File: src/rtl/spc_pkg.sv
package spc_pkg;

    localparam int BE_W   = 4;
    localparam int NUM_EV = 5;

    // byte-enable codes, active low
    localparam logic [BE_W-1:0] BE_HALT_SGNT = 4'b1011;
    localparam logic [BE_W-1:0] BE_SHUT      = 4'b1110;
    localparam logic [BE_W-1:0] BE_FLUSH     = 4'b1101;
    localparam logic [BE_W-1:0] BE_WB        = 4'b0111;

    // the first NUM_EV values index the event pulse vector
    typedef enum logic [2:0] {
        SK_HALT  = 3'd0,
        SK_SHUT  = 3'd1,
        SK_SGNT  = 3'd2,
        SK_FLUSH = 3'd3,
        SK_WB    = 3'd4,
        SK_BAD   = 3'd5
    } spc_kind_e;

    typedef enum logic [1:0] {
        ST_IDLE = 2'd0,
        ST_WAIT = 2'd1,
        ST_ACK  = 2'd2
    } spc_state_e;

endpackage

File: src/rtl/spc_classify.sv
module spc_classify
    import spc_pkg::*;
#(
    parameter int ADDR_W   = 32,
    parameter int SGNT_BIT = 4
) (
    input  logic              mio,
    input  logic              dc,
    input  logic              wr,
    input  logic [ADDR_W-1:0] addr,
    input  logic [BE_W-1:0]   be_n,
    output logic              is_special,
    output spc_kind_e         kind
);

    localparam logic [ADDR_W-1:0] SGNT_ADDR = ADDR_W'(1) << SGNT_BIT;

    logic addr_zero;
    logic addr_sgnt;

    always_comb begin
        is_special = !mio && !dc && wr;
        addr_zero  = (addr == '0);
        addr_sgnt  = (addr == SGNT_ADDR);
        kind       = SK_BAD;
        unique case (be_n)
            BE_HALT_SGNT: begin
                if (addr_zero)      kind = SK_HALT;
                else if (addr_sgnt) kind = SK_SGNT;
            end
            BE_SHUT:  if (addr_zero) kind = SK_SHUT;
            BE_FLUSH: if (addr_zero) kind = SK_FLUSH;
            BE_WB:    if (addr_zero) kind = SK_WB;
            default:  kind = SK_BAD;
        endcase
    end

endmodule

File: src/rtl/spc_ack_fsm.sv
module spc_ack_fsm
    import spc_pkg::*;
#(
    parameter int ACK_WAIT = 1
) (
    input  logic      clk,
    input  logic      rst_n,
    input  logic      ads_n,
    input  logic      is_special,
    input  spc_kind_e kind_in,
    output logic      rdy_n,
    output logic      ack_now,
    output spc_kind_e kind_q
);

    localparam int WAIT_LOAD = (ACK_WAIT > 1) ? ACK_WAIT - 2 : 0;
    localparam int CW        = (ACK_WAIT > 2) ? $clog2(ACK_WAIT) : 1;

    spc_state_e state, state_nx;
    logic [CW-1:0] cnt, cnt_nx;
    spc_kind_e kind_nx;

    // state register
    always_ff @(posedge clk or negedge rst_n) begin
        if (!rst_n) begin
            state  <= ST_IDLE;
            cnt    <= '0;
            kind_q <= SK_BAD;
        end else begin
            state  <= state_nx;
            cnt    <= cnt_nx;
            kind_q <= kind_nx;
        end
    end

    // transitions
    always_comb begin
        state_nx = state;
        cnt_nx   = cnt;
        kind_nx  = kind_q;
        unique case (state)
            ST_IDLE: begin
                if (!ads_n && is_special) begin
                    kind_nx = kind_in;
                    if (ACK_WAIT > 1) begin
                        state_nx = ST_WAIT;
                        cnt_nx   = CW'(WAIT_LOAD);
                    end else begin
                        state_nx = ST_ACK;
                    end
                end
            end
            ST_WAIT: begin
                if (cnt == '0) state_nx = ST_ACK;
                else           cnt_nx   = cnt - 1'b1;
            end
            ST_ACK:  state_nx = ST_IDLE;
            default: state_nx = ST_IDLE;
        endcase
    end

    // outputs
    always_comb begin
        ack_now = (state == ST_ACK);
        rdy_n   = !ack_now;
    end

endmodule

File: src/rtl/spc_status.sv
module spc_status
    import spc_pkg::*;
(
    input  logic      clk,
    input  logic      rst_n,
    input  logic      ack_now,
    input  spc_kind_e kind_q,
    input  logic      ads_n,
    input  logic      is_special,
    input  logic      irq_en,
    input  logic      nmi_req,
    output logic      halted,
    output logic      stop_granted,
    output logic      bad_cycle
);

    logic wake;
    logic plain_strobe;

    always_comb begin
        wake         = irq_en || nmi_req;
        plain_strobe = !ads_n && !is_special;
    end

    always_ff @(posedge clk or negedge rst_n) begin
        if (!rst_n) begin
            halted       <= 1'b0;
            stop_granted <= 1'b0;
            bad_cycle    <= 1'b0;
        end else begin
            if (ack_now && kind_q == SK_HALT) halted <= 1'b1;
            else if (wake)                    halted <= 1'b0;

            if (ack_now && kind_q == SK_SGNT) stop_granted <= 1'b1;
            else if (plain_strobe)            stop_granted <= 1'b0;

            if (ack_now && kind_q == SK_BAD)  bad_cycle <= 1'b1;
        end
    end

endmodule

File: src/rtl/spc_ack_unit.sv
module spc_ack_unit
    import spc_pkg::*;
#(
    parameter int ADDR_W   = 32,
    parameter int SGNT_BIT = 4,
    parameter int ACK_WAIT = 1
) (
    input  logic              clk,
    input  logic              rst_n,
    input  logic              ads_n,
    input  logic              mio,
    input  logic              dc,
    input  logic              wr,
    input  logic [ADDR_W-1:0] addr,
    input  logic [3:0]        be_n,
    input  logic              irq_en,
    input  logic              nmi_req,
    output logic              rdy_n,
    output logic              halt_pulse,
    output logic              shut_pulse,
    output logic              sgnt_pulse,
    output logic              flush_pulse,
    output logic              wb_pulse,
    output logic              halted,
    output logic              stop_granted,
    output logic              bad_cycle
);

    logic      is_special;
    spc_kind_e kind_dec;
    spc_kind_e kind_q;
    logic      ack_now;
    logic [NUM_EV-1:0] ev;

    spc_classify #(
        .ADDR_W   (ADDR_W),
        .SGNT_BIT (SGNT_BIT)
    ) u_classify (
        .mio        (mio),
        .dc         (dc),
        .wr         (wr),
        .addr       (addr),
        .be_n       (be_n),
        .is_special (is_special),
        .kind       (kind_dec)
    );

    spc_ack_fsm #(
        .ACK_WAIT (ACK_WAIT)
    ) u_fsm (
        .clk        (clk),
        .rst_n      (rst_n),
        .ads_n      (ads_n),
        .is_special (is_special),
        .kind_in    (kind_dec),
        .rdy_n      (rdy_n),
        .ack_now    (ack_now),
        .kind_q     (kind_q)
    );

    spc_status u_status (
        .clk          (clk),
        .rst_n        (rst_n),
        .ack_now      (ack_now),
        .kind_q       (kind_q),
        .ads_n        (ads_n),
        .is_special   (is_special),
        .irq_en       (irq_en),
        .nmi_req      (nmi_req),
        .halted       (halted),
        .stop_granted (stop_granted),
        .bad_cycle    (bad_cycle)
    );

    for (genvar i = 0; i < NUM_EV; i++) begin : g_ev
        assign ev[i] = ack_now && (kind_q == spc_kind_e'(3'(i)));
    end

    always_comb begin
        halt_pulse  = ev[SK_HALT];
        shut_pulse  = ev[SK_SHUT];
        sgnt_pulse  = ev[SK_SGNT];
        flush_pulse = ev[SK_FLUSH];
        wb_pulse    = ev[SK_WB];
    end

endmodule

File: config.mk
export PLATFORM = sky130hd
export DESIGN_NAME = spc_ack_unit
export DESIGN_NICKNAME = d
export VERILOG_FILES = /design/src/rtl/spc_pkg.sv /design/src/rtl/spc_classify.sv /design/src/rtl/spc_ack_fsm.sv /design/src/rtl/spc_status.sv /design/src/rtl/spc_ack_unit.sv
export SDC_FILE = /design/constraint.sdc
export NUM_CORES = 1
export LEC_CHECK = 0
export ABC_AREA = 0
export BUFFER_PORTS_ARGS = -buffer_cell sky130_fd_sc_hd__buf_4
export CAP_MARGIN = 20
export CORE_UTILIZATION = 33
export CTS_BUF_LIST = sky130_fd_sc_hd__clkbuf_4
export DETAILED_ROUTE_END_ITERATION = 8
export HOLD_SLACK_MARGIN = 0.05
export PLACE_DENSITY_LB_ADDON = 0.25
export SLEW_MARGIN = 0
export SYNTH_ARGS = -nofsm -noshare
export SYNTH_HDL_FRONTEND = slang
export SYNTH_SLANG_ARGS = --single-unit
File: constraint.sdc
create_clock -name clk -period 1.45 [get_ports clk]
set_clock_uncertainty 0.1 [all_clocks]
set_input_delay 0.0725 -clock clk [delete_from_list [all_inputs] [get_ports clk]]
set_output_delay 0.0725 -clock clk [all_outputs]
set_load 0.01 [all_outputs]
==> results_dict.tcl, run 1 <==
set metrics [dict create \
    run_status "finished, final reports clean" \
    detail_route.iter0.violations 5 \
    placed_cell_area_um2 861 \
    clock_sinks 7 \
    first_global_vias 622 \
    htree_levels 1 \
    crit_start "irq_en" \
    postRouteWirelength_mm 1.57 \
    critPathTopFamily "buffers and inverters" \
    synth_xor_xnor_area_share_pct 0 \
    grt.overflow.total 0 \
    initial_antenna_violation_count 0 \
    critical_path_type "input pin to register" \
    hold_viol 0 \
    syn2layout_area_growth_pct 119 \
    gr-usage-all-layers_pct 24.3 \
    final_slew_violations 0 \
    post_synth.cell_area_avg_um2 9.24 \
    finalWorstSetupSlack_ps 63.1 \
    fin_setup_tns_ps 0 \
    cts-hold-fix-buffers 9 \
    critical_path_arrival_ps 1450 \
    cts_inserted_buffers 3 \
    finalCritPeriodShare_pct 95.6 \
    fmax_ghz 0.721 \
    min_path_type "input pin to register" \
    final_design_area_no_fill_um2 992 \
    crit_path_max_delay_cell_type "sky130_fd_sc_hd__dlygate4sd3_1" \
    clkLatencyLatePin_ps 260 \
    synth_nets 93 \
    layout_common_cells "52 x sky130_fd_sc_hd__buf_4, 9 x sky130_fd_sc_hd__dlygate4sd3_1, 7 x sky130_fd_sc_hd__nor4_1" \
    crit_path_cell_trace "dlygate4sd3_1 -> buf_4 -> nor2_1 -> dlygate4sd3_1 -> a21o_1" \
    synth_cells 49 \
    numPortBuffers 52 \
    cts_tree "done" \
    final.min_clock_period_ps 1390 \
    post_drt_via_cell_ratio 5.16 \
    floorplan.die.height_um 39.0 \
    synthesis.yosys.warnings 0 \
    synth_simple_gate_area_share_pct 41.7 \
    die_width_um 39.0 \
    drc_errors_left 0 \
    max_stage_delay_ps 550 \
    synth-adder-area-share_pct 0 \
    pin_count_of_the_biggest_net_entering_global_routing 8 \
    synth_mux_area_share_pct 4.42 \
    design.final.nets 159 \
    drive_above_1_share_pct 55.3 \
    mostFrequentLayoutCell "sky130_fd_sc_hd__buf_4" \
    ys_top_cells_by_area "sky130_fd_sc_hd__dfrtp_1 28%, sky130_fd_sc_hd__dfstp_2 12%, sky130_fd_sc_hd__nor4_1 9.7%, sky130_fd_sc_hd__nor2_1 5.0%, sky130_fd_sc_hd__mux2i_1 4.4%" \
    cts_post_setup_buffers_inserted 0 \
    initial_core_util_pct 38.2 \
    worstMarginPinSlew_ps 282 \
    reg2regPathDepth 3 \
    synthDominantCellAreaShare_pct 27.6 \
    clock_path_buffers 2 \
    ys_ff_latch 7 \
    r2r_slack_ps 190 \
    preCtsSetupSlack_ps 189 \
    ir_drop_mv 0.352 \
    cts.clk_slew.worst_paths_ps 60 \
    pin_count 53 \
    setup_viol 0 \
    n_fill_cell 79 \
    crit_top_cell "sky130_fd_sc_hd__dlygate4sd3_1" \
    synthesis.area_um2 453 \
    stages_on_worst_setup_path 5 \
    timing.slew.headroom_pct 81.2 \
    power-per-cell-area_nw_per_um2 624 \
    yosysSeqAreaShare_pct 39.2 \
    grt_pass1_wl_mm 2.37 \
    clockRootBuffer "sky130_fd_sc_hd__clkbuf_4" \
    timing.rr.start "u_fsm.state[1]$_DFFE_PN0P_" \
    ant_nets 0 \
    post_drt_wl_per_cell_um 12.3 \
    std_cell_rows 12 \
    cp.required_ps 1520 \
    num_vias 661 \
    timing.critical_path.to "u_status.halted$_DFFE_PN0P_" \
    endpoint_kind "register" \
    leakage_nw 0.485 \
    dp_hpwl_mm 1.19 \
    n_antenna_cell 0 \
    timing.critical_path.fanout_max 1 \
    design.core.area_um2 1190 \
    detail_route.first_pass.iterations 2 \
    rr_endpoint "u_fsm.kind_q[1]$_DFFE_PN0P_" \
    post_synth_num_cell_types 22 \
    totalPowerFinal_w 0.000619 \
    netlist.top_cell.by_area "sky130_fd_sc_hd__dfrtp_1" \
    final_weighted_congestion_of_routability_driven_global_placement 0.725 \
    max_cap_violations 0 \
    synth_compound_gate_area_share_pct 13.0 \
    worst-path-buf-inv 3 \
    dieArea_um2 1520 \
    critical_path.startpoint_type "input pin" \
    final_core_utilization_pct 83.6 \
    dominant_combinational_cell_family_by_area_after_synthesis "simple AND/OR/NAND/NOR gates" \
]
-- worst min-delay path: stages --
cell,delay [ps]
sky130_fd_sc_hd__buf_4,80
sky130_fd_sc_hd__nor3b_2,30
sky130_fd_sc_hd__nor3b_4,160
-- final cells by class --
| class | instances | area, µm² | share of cell area [%] |
|---|---|---|---|
| Inverter | 2 | 7.51 | 0.757 |
| Timing Repair Buffer | 61 | 480 | 48.4 |
| Clock buffer | 4 | 30.0 | 3.03 |
| Tap cell | 14 | 17.5 | 1.77 |
| Multi-Input combinational cell | 40 | 278 | 28.0 |
| Sequential cell | 7 | 179 | 18.0 |
-- state kept, by name, summed over array words and instances, names as in the netlist --
| register | flops |
|---|---|
| u_status.bad_cycle | 1 |
| u_fsm.kind_q | 3 |
| u_status.stop_granted | 1 |
| u_fsm.state | 1 |
| u_status.halted | 1 |
-- synthesized netlist by cell type --
library cell	instances
sky130_fd_sc_hd__dfstp_2	2
sky130_fd_sc_hd__a41o_1	1
sky130_fd_sc_hd__dfrtp_1	5
sky130_fd_sc_hd__a21o_1	2
sky130_fd_sc_hd__nand3b_1	1
sky130_fd_sc_hd__nor3b_2	1
sky130_fd_sc_hd__o2bb2ai_1	1
sky130_fd_sc_hd__a31oi_1	1
sky130_fd_sc_hd__a41oi_1	1
sky130_fd_sc_hd__nor3_1	3
sky130_fd_sc_hd__o21ai_0	2
sky130_fd_sc_hd__mux2i_1	2
sky130_fd_sc_hd__and4_1	1
sky130_fd_sc_hd__nand4_1	2
sky130_fd_sc_hd__inv_1	2
sky130_fd_sc_hd__nor4_1	7
sky130_fd_sc_hd__nand2b_1	3
sky130_fd_sc_hd__nor2_1	6
sky130_fd_sc_hd__and3_1	1
sky130_fd_sc_hd__nor3b_1	2
sky130_fd_sc_hd__nand2_1	2
sky130_fd_sc_hd__nor3b_4	1
-- metal layers --
layer  share of wire [%]  global-route usage (%)  routed length, µm  vias up
met1                  34                    21.6                534      298
met4                 3.1                    15.5                 48        0
met3                 7.6                    7.51                119        4
li1                    -                       -                  -      325
met5                   0                       0                  0        -
met2                  55                    45.8                867       34
-- what timing repair did --
action / CTS / global route
hold endpoints to repair: 13 / 1
resized for setup: 0 / 3
endpoints found under the setup margin: 0 / 2
-- per-stage QoR --
stage,cells,hold WS [ps]
2_1_floorplan,49,-323
3_3_place_gp,115,-213
3_5_place_dp,115,-213
4_1_cts,128,32.8
5_1_grt,128,30.3
6_report,128,32.7
-- logic make-up (layout without fill, tap and decap cells) --
family	Yosys count	after routing
simple gates	30	30
compound gates	8	8
flops	7	7
mux	2	2
buf+inv	2	67
-- power breakdown --
part,switching [W],internal (W)
Clock,0.0000891,0.000125
Sequential,0.0000144,0.000214
Combinational,0.0000533,0.000123
-- worst min-delay path by stage --
stage,startpoint,endpoint,cells past startpoint
after global routing,mio,u_fsm.state[1]$_DFFE_PN0P_,3
after floorplan,rst_n,u_fsm.kind_q[1]$_DFFE_PN0P_,0
after detailed placement,rst_n,u_status.bad_cycle$_DFFE_PN0P_,1
after CTS,dc,u_fsm.state[1]$_DFFE_PN0P_,3
after global placement,rst_n,u_status.bad_cycle$_DFFE_PN0P_,1
final,dc,u_fsm.state[1]$_DFFE_PN0P_,3
No activity file was read; power rests on OpenSTA's default activity.
==> inputs of run 2 (changes only) <==
--- a/config.mk
+++ b/config.mk
@@ -5,10 +5,10 @@
 export SDC_FILE = /design/constraint.sdc
 export NUM_CORES = 1
 export LEC_CHECK = 0
-export ABC_AREA = 0
+export ABC_AREA = 1
 export BUFFER_PORTS_ARGS = -buffer_cell sky130_fd_sc_hd__buf_4
 export CAP_MARGIN = 20
-export CORE_UTILIZATION = 33
+export CORE_UTILIZATION = 40
 export CTS_BUF_LIST = sky130_fd_sc_hd__clkbuf_4
 export DETAILED_ROUTE_END_ITERATION = 8
 export HOLD_SLACK_MARGIN = 0.05
==> constraint.sdc (replaced) <==
create_clock -name clk -period 1.6 [get_ports clk]
set_clock_uncertainty 0.1 [all_clocks]
set_input_delay 0.08 -clock clk [delete_from_list [all_inputs] [get_ports clk]]
set_output_delay 0.08 -clock clk [all_outputs]
set_load 0.01 [all_outputs]
==> run 2 against run 1 <==
Combinational power barely moved. Core utilization fell by 0.65 points. Power fell by 7.3%. Non-clock buffer count fell by 1. Critical path type is now register to register. Critical endpoint is now u_fsm.state[1]$_DFFE_PN0P_. Highest routed layer unchanged.
==> results_dict.tcl, run 2 <==
set metrics [dict create \
    run_status "finished, final reports clean" \
    timing.critical_path.fanout_max 4 \
    critical_path_arrival_ps 1650 \
    post_drt_via_cell_ratio 5.21 \
    drive_above_1_share_pct 38.8 \
    detail_route.iter0.violations 26 \
    mostFrequentLayoutCell "sky130_fd_sc_hd__buf_4" \
    cp.required_ps 1710 \
    placedCellCount 168 \
    cts_tree "done" \
    worst_hold_slack_ps 61.6 \
    final.min_clock_period_ps 1540 \
    power-per-cell-area_nw_per_um2 525 \
    first_global_vias 864 \
    cts_inserted_buffers 3 \
    final-seq-area_um2 178 \
    std_cell_rows 13 \
    design.final.nets 210 \
    dp_hpwl_mm 1.59 \
    gr-usage-all-layers_pct 32.4 \
    leakage_nw 0.581 \
    grt.overflow.total 0 \
    synthesis.yosys.warnings 0 \
    n_antenna_cell 0 \
    clock_path_buffers 2 \
    critical_path_type "register to register" \
    synth_enable_flop_cells 0 \
    finalWorstSetupSlack_ps 64.6 \
    n_fill_cell 100 \
    numPortBuffers 52 \
    regMostFlops "u_fsm.kind_q" \
    pin_count_of_the_biggest_net_entering_global_routing 8 \
    layout_common_cells "53 x sky130_fd_sc_hd__buf_4, 38 x sky130_fd_sc_hd__nor2_1, 25 x sky130_fd_sc_hd__nand2_1" \
    final_design_area_no_fill_um2 1090 \
    synth_cells 101 \
    post_synth_num_cell_types 18 \
    ys_ff_latch 7 \
    clockRootBuffer "sky130_fd_sc_hd__clkbuf_4" \
    setup_viol 0 \
    synth_most_common_cell "sky130_fd_sc_hd__nor2_1" \
    final_slew_violations 0 \
    htree_levels 1 \
    floorplan.die.height_um 40.0 \
    initial_antenna_violation_count 0 \
    fin_setup_tns_ps 0 \
    ir_drop_mv 0.316 \
    ys_top_cells_by_area "sky130_fd_sc_hd__nor2_1 25%, sky130_fd_sc_hd__dfrtp_1 22%, sky130_fd_sc_hd__nand2_1 16%, sky130_fd_sc_hd__dfstp_2 9.1%, sky130_fd_sc_hd__inv_1 7.8%" \
    yosysSeqAreaShare_pct 30.8 \
    netlist_top_cells_count "38 x sky130_fd_sc_hd__nor2_1, 25 x sky130_fd_sc_hd__nand2_1, 12 x sky130_fd_sc_hd__inv_1, 5 x sky130_fd_sc_hd__dfrtp_1, 4 x sky130_fd_sc_hd__o21ai_0" \
    detail_route.first_pass.iterations 4 \
    num_vias 937 \
    post_synth.cell_area_avg_um2 5.71 \
    synthDominantCellAreaShare_pct 24.7 \
    fmax_ghz 0.651 \
    synth-main-ff-cell "sky130_fd_sc_hd__dfrtp_1" \
    preCtsSetupSlack_ps 312 \
    pin_count 53 \
    die_width_um 40.0 \
    min_path_type "input pin to async pin" \
    timing.slew.headroom_pct 80.7 \
    post_drt_wl_per_cell_um 13.8 \
    worstMarginPinSlew_ps 286 \
    final_weighted_congestion_of_routability_driven_global_placement 0.851 \
    dieArea_um2 1600 \
    clock_sinks 7 \
    hold_viol 0 \
    finalCritPeriodShare_pct 96.0 \
    synthesis.area_um2 577 \
    cts_resized 0 \
    clkLatencyLatePin_ps 270 \
    critical_path.startpoint_type "register" \
    cts.clk_slew.worst_paths_ps 60 \
    initial_core_util_pct 43.8 \
    postRouteWirelength_mm 2.49 \
    netlist.top_cell.by_area "sky130_fd_sc_hd__nor2_1" \
    placed_cell_area_um2 986 \
    synth_nets 145 \
    multi_input_comb_area_um2 350 \
    design.core.area_um2 1320 \
    drc_errors_left 0 \
    ant_nets 0 \
    syn2layout_area_growth_pct 89.6 \
    post_layout_nonfiller_instances 180 \
    largest_register_ffs 3 \
    endpoint_kind "register" \
    grt_pass1_wl_mm 3.32 \
    ys_async_sr_fraction_pct 100 \
    max_cap_violations 0 \
]
## run 2: cell count changes after synthesis, moves of 2 or more
cell                       change
sky130_fd_sc_hd__o21ai_0       +2
sky130_fd_sc_hd__nor2_1       +32
sky130_fd_sc_hd__nand2_1      +23
sky130_fd_sc_hd__inv_1        +10
sky130_fd_sc_hd__a21o_1        -2
sky130_fd_sc_hd__mux2i_1       -2
sky130_fd_sc_hd__nand2b_1      -3
sky130_fd_sc_hd__nor4_1        -7
sky130_fd_sc_hd__a21oi_1       +3
## run 2: layer usage
layer / global-route usage (%) / vias up / wire [µm]
met4: 24.1 / 0 / 176
met5: 0 / - / 0
met2: 63.3 / 60 / 1350
met1: 25.8 / 416 / 816
li1: - / 437 / -
met3: 10.0 / 24 / 148
## run 2: what timing repair did
item / 4_1_cts / 5_1_grt
buffers inserted: 0 / 1
endpoints found under the hold margin: 11 / 0
hold buffers: 7 / 0
endpoints found under the setup margin: 0 / 4
## run 2: logic make-up (layout without fill, tap and decap cells)
logic type / Yosys count / after routing / share of synthesized area (%)
AOI/OAI and AO/OA: 9 / 9 / 8.68
buffers and inverters: 13 / 77 / 8.46
DFF: 7 / 7 / 30.8
and+or+nand+nor: 72 / 72 / 52.1
## run 2: path summary, 6_finish.rpt
check,from,endpoint,slack [ps],cells past startpoint
worst max-delay path,u_fsm.state[1]$_DFFE_PN0P_,u_fsm.state[1]$_DFFE_PN0P_,60,3
worst min-delay path,rst_n,u_status.bad_cycle$_DFFE_PN0P_,60,2
worst max register to register,u_fsm.state[1]$_DFFE_PN0P_,u_fsm.state[1]$_DFFE_PN0P_,60,3
worst min register to register,u_status.bad_cycle$_DFFE_PN0P_,u_status.bad_cycle$_DFFE_PN0P_,380,1
max in group asynchronous,rst_n,u_fsm.kind_q[2]$_DFFE_PN1P_,1120,2
min in group clk,mio,u_fsm.kind_q[1]$_DFFE_PN0P_,100,6
## run 2: cell type report
class                      count  area share [%]
timing repair buffer          60            42.8
multi-input combinational     81            32.0
sequential                     7            16.2
inverter                      13            4.46
clock buffer                   4            2.75
tap                           15            1.72
## run 2: worst max-delay path: stages (launching register included)
cell and delay (ps):
sky130_fd_sc_hd__dfrtp_1 390, sky130_fd_sc_hd__buf_4 150, sky130_fd_sc_hd__nor3_4 240, sky130_fd_sc_hd__dlygate4sd3_1 590
## run 2: power breakdown
part	switching [W]	total (W)	internal, W
combinational	0.0000697	0.000175	0.000105
clock	0.0000846	0.000198	0.000113
sequential	0.00000978	0.000201	0.000191
total	0.000164	0.000574	0.000410
## run 2: through the flow
stage	utilization, %	power [W]
floorplan	-	0.000250
global placement	74.8	0.000349
detailed placement	74.8	0.000356
CTS	82.4	0.000562
global route	83.0	0.000595
finish	83.0	0.000574
==> inputs of run 3 (changes only) <==
--- a/config.mk
+++ b/config.mk
@@ -5,12 +5,12 @@
 export SDC_FILE = /design/constraint.sdc
 export NUM_CORES = 1
 export LEC_CHECK = 0
-export ABC_AREA = 1
 export BUFFER_PORTS_ARGS = -buffer_cell sky130_fd_sc_hd__buf_4
 export CAP_MARGIN = 20
-export CORE_UTILIZATION = 40
+export CORE_AREA = 2 2 39 41
 export CTS_BUF_LIST = sky130_fd_sc_hd__clkbuf_4
 export DETAILED_ROUTE_END_ITERATION = 8
+export DIE_AREA = 0 0 41 43
 export HOLD_SLACK_MARGIN = 0.05
 export PLACE_DENSITY_LB_ADDON = 0.25
 export SLEW_MARGIN = 0
==> run 3 against run 2 <==
Sequential share of layout area up 2.6 points. Die area up 10%. Global-route usage down 15 points. Largest cell class unchanged.
==> results_dict.tcl, run 3 (synthesis gave the netlist of run 1 again) <==
set metrics [dict create \
    run_status "finished, final reports clean" \
    multi_input_comb_area_um2 268 \
    n_fill_cell 123 \
    drive_above_1_share_pct 54.5 \
    cts-hold-fix-buffers 5 \
    post_drt_via_cell_ratio 4.98 \
    final.min_clock_period_ps 1460 \
    cp.required_ps 1420 \
    clockRootBuffer "sky130_fd_sc_hd__clkbuf_4" \
    fmax_ghz 0.687 \
    ir_drop_mv 0.305 \
    detail_route.iter0.violations 0 \
    cts_tree "done" \
    dieArea_um2 1760 \
    syn2layout_area_growth_pct 108 \
    cts_inserted_buffers 3 \
    initial_antenna_violation_count 0 \
    internal-power_w 0.000411 \
    cts.clk_slew.worst_paths_ps 50 \
    drc_errors_left 0 \
    ant_nets 0 \
    clock_sinks 7 \
    numPortBuffers 52 \
    regMostFlops "u_fsm.kind_q" \
    final_slew_violations 0 \
    switch_share_pct 22.0 \
    worstMarginPinSlew_ps 297 \
    timing.critical_path.to "halt_pulse" \
    clock_path_buffers 2 \
    r2r_slack_ps 340 \
    max_cap_violations 0 \
    setup_viol 0 \
    postRouteWirelength_mm 1.42 \
    n_antenna_cell 0 \
    htree_levels 1 \
    hold_viol 0 \
    critical_path.startpoint_type "register" \
    clkLatencyLatePin_ps 240 \
    first_global_vias 579 \
    dp_hpwl_mm 1.23 \
    grt.overflow.total 0 \
    design.final.nets 155 \
    critical_path_arrival_ps 1280 \
    rr_endpoint "u_fsm.kind_q[1]$_DFFE_PN0P_" \
    final-seq-area_um2 178 \
    critical_path_type "register to output pin" \
    cts_post_setup_buffers_inserted 0 \
    die_width_um 41 \
    power.share.clock_pct 32.2 \
    layout_common_cells "52 x sky130_fd_sc_hd__buf_4, 7 x sky130_fd_sc_hd__nor4_1, 6 x sky130_fd_sc_hd__nor2_1" \
    timing.slew.headroom_pct 80.0 \
    crit_path_max_delay_cell_type "sky130_fd_sc_hd__dfrtp_1" \
    largest_register_ffs 3 \
    initial_core_util_pct 32.7 \
    finalCritPeriodShare_pct 90.9 \
    floorplan.die.height_um 43 \
    detail_route.first_pass.iterations 1 \
    grt_pass1_wl_mm 2.15 \
    crit_start "u_fsm.state[1]$_DFFE_PN0P_" \
    fin_setup_tns_ps 0 \
    pin_count 53 \
    num_vias 628 \
    final_weighted_congestion_of_routability_driven_global_placement 0.715 \
    timing.rr.start "u_fsm.state[1]$_DFFE_PN0P_" \
    post_drt_wl_per_cell_um 11.3 \
    design.core.area_um2 1380 \
    min_path_type "input pin to register" \
    combinationalPowerShare_pct 28.6 \
    netSwitchingPower_w 0.000116 \
    leakage_nw 0.468 \
    endpoint_kind "output pin" \
    mostFrequentLayoutCell "sky130_fd_sc_hd__buf_4" \
    std_cell_rows 14 \
    seq_power_share_pct 39.2 \
    max_stage_delay_ps 450 \
    timing.critical_path.fanout_max 5 \
    pin_count_of_the_biggest_net_entering_global_routing 8 \
    cts_resized 0 \
    rsz0062_at_grt "no" \
    reg2regPathDepth 3 \
    gr-usage-all-layers_pct 17.4 \
    crit_path_cell_trace "nand2_1 -> nor3_1 -> buf_4" \
    power-per-cell-area_nw_per_um2 558 \
    worst_hold_slack_ps 59.7 \
]
[run 3: layer usage]
| layer | up-vias | global-route usage [%] | wire [µm] |
|---|---|---|---|
| li1 | 315 | - | - |
| met1 | 279 | 16.9 | 502 |
| met2 | 32 | 33.4 | 793 |
| met5 | - | 0 | 0 |
| met4 | 0 | 6.00 | 19 |
| met3 | 2 | 2.62 | 108 |
[run 3: cell type report]
| cell class | count | area share (%) |
|---|---|---|
| repair buffers | 57 | 46.7 |
| flip-flops and latches | 7 | 18.8 |
| inverters | 2 | 0.796 |
| well taps | 16 | 2.12 |
| clock buffers | 4 | 3.18 |
| multi-input cells | 40 | 28.4 |
[run 3: power groups by stage]
stage | sequential [W] | clock (W) | combinational, W
6_report | 0.000207 | 0.000169 | 0.000151
5_1_grt | 0.000208 | 0.000184 | 0.000164
4_1_cts | 0.000207 | 0.000176 | 0.000152
3_5_place_dp | 0.000209 | 0 | 0.000143
3_3_place_gp | 0.000208 | 0 | 0.000140
2_1_floorplan | 0.000210 | 0 | 0.0000321
[run 3: worst min path at each step]
stage | startpoint | end | slack (ps) | cells after the start
after CTS | dc | u_fsm.state[1]$_DFFE_PN0P_ | 60 | 3
after global routing | dc | u_fsm.state[1]$_DFFE_PN0P_ | 70 | 3
after detailed placement | rst_n | u_status.halted$_DFFE_PN0P_ | -210 | 1
final | be_n[1] | u_fsm.kind_q[2]$_DFFE_PN1P_ | 60 | 3
after global placement | rst_n | u_status.halted$_DFFE_PN0P_ | -210 | 1
after floorplan | rst_n | u_fsm.kind_q[1]$_DFFE_PN0P_ | -320 | 0
[run 3: worst max-delay path: cells and delay by family (launching register included)]
family	cells	cell delay [ps]
and+or+nand+nor	2	390
buffers and inverters	1	190
DFF	1	450
[run 3: through the flow]
step                      utilization (%)  instances  area [µm²]  setup WS, ps  power (W)
after floorplan                         -         49         453           439   0.000242
after global placement               62.4        117         863           395   0.000347
after detailed placement             62.4        117         863           325   0.000352
after CTS                            68.2        126         943           188   0.000535
after global routing                 68.2        126         943          30.5   0.000556
final                                68.2        126         943           145   0.000527
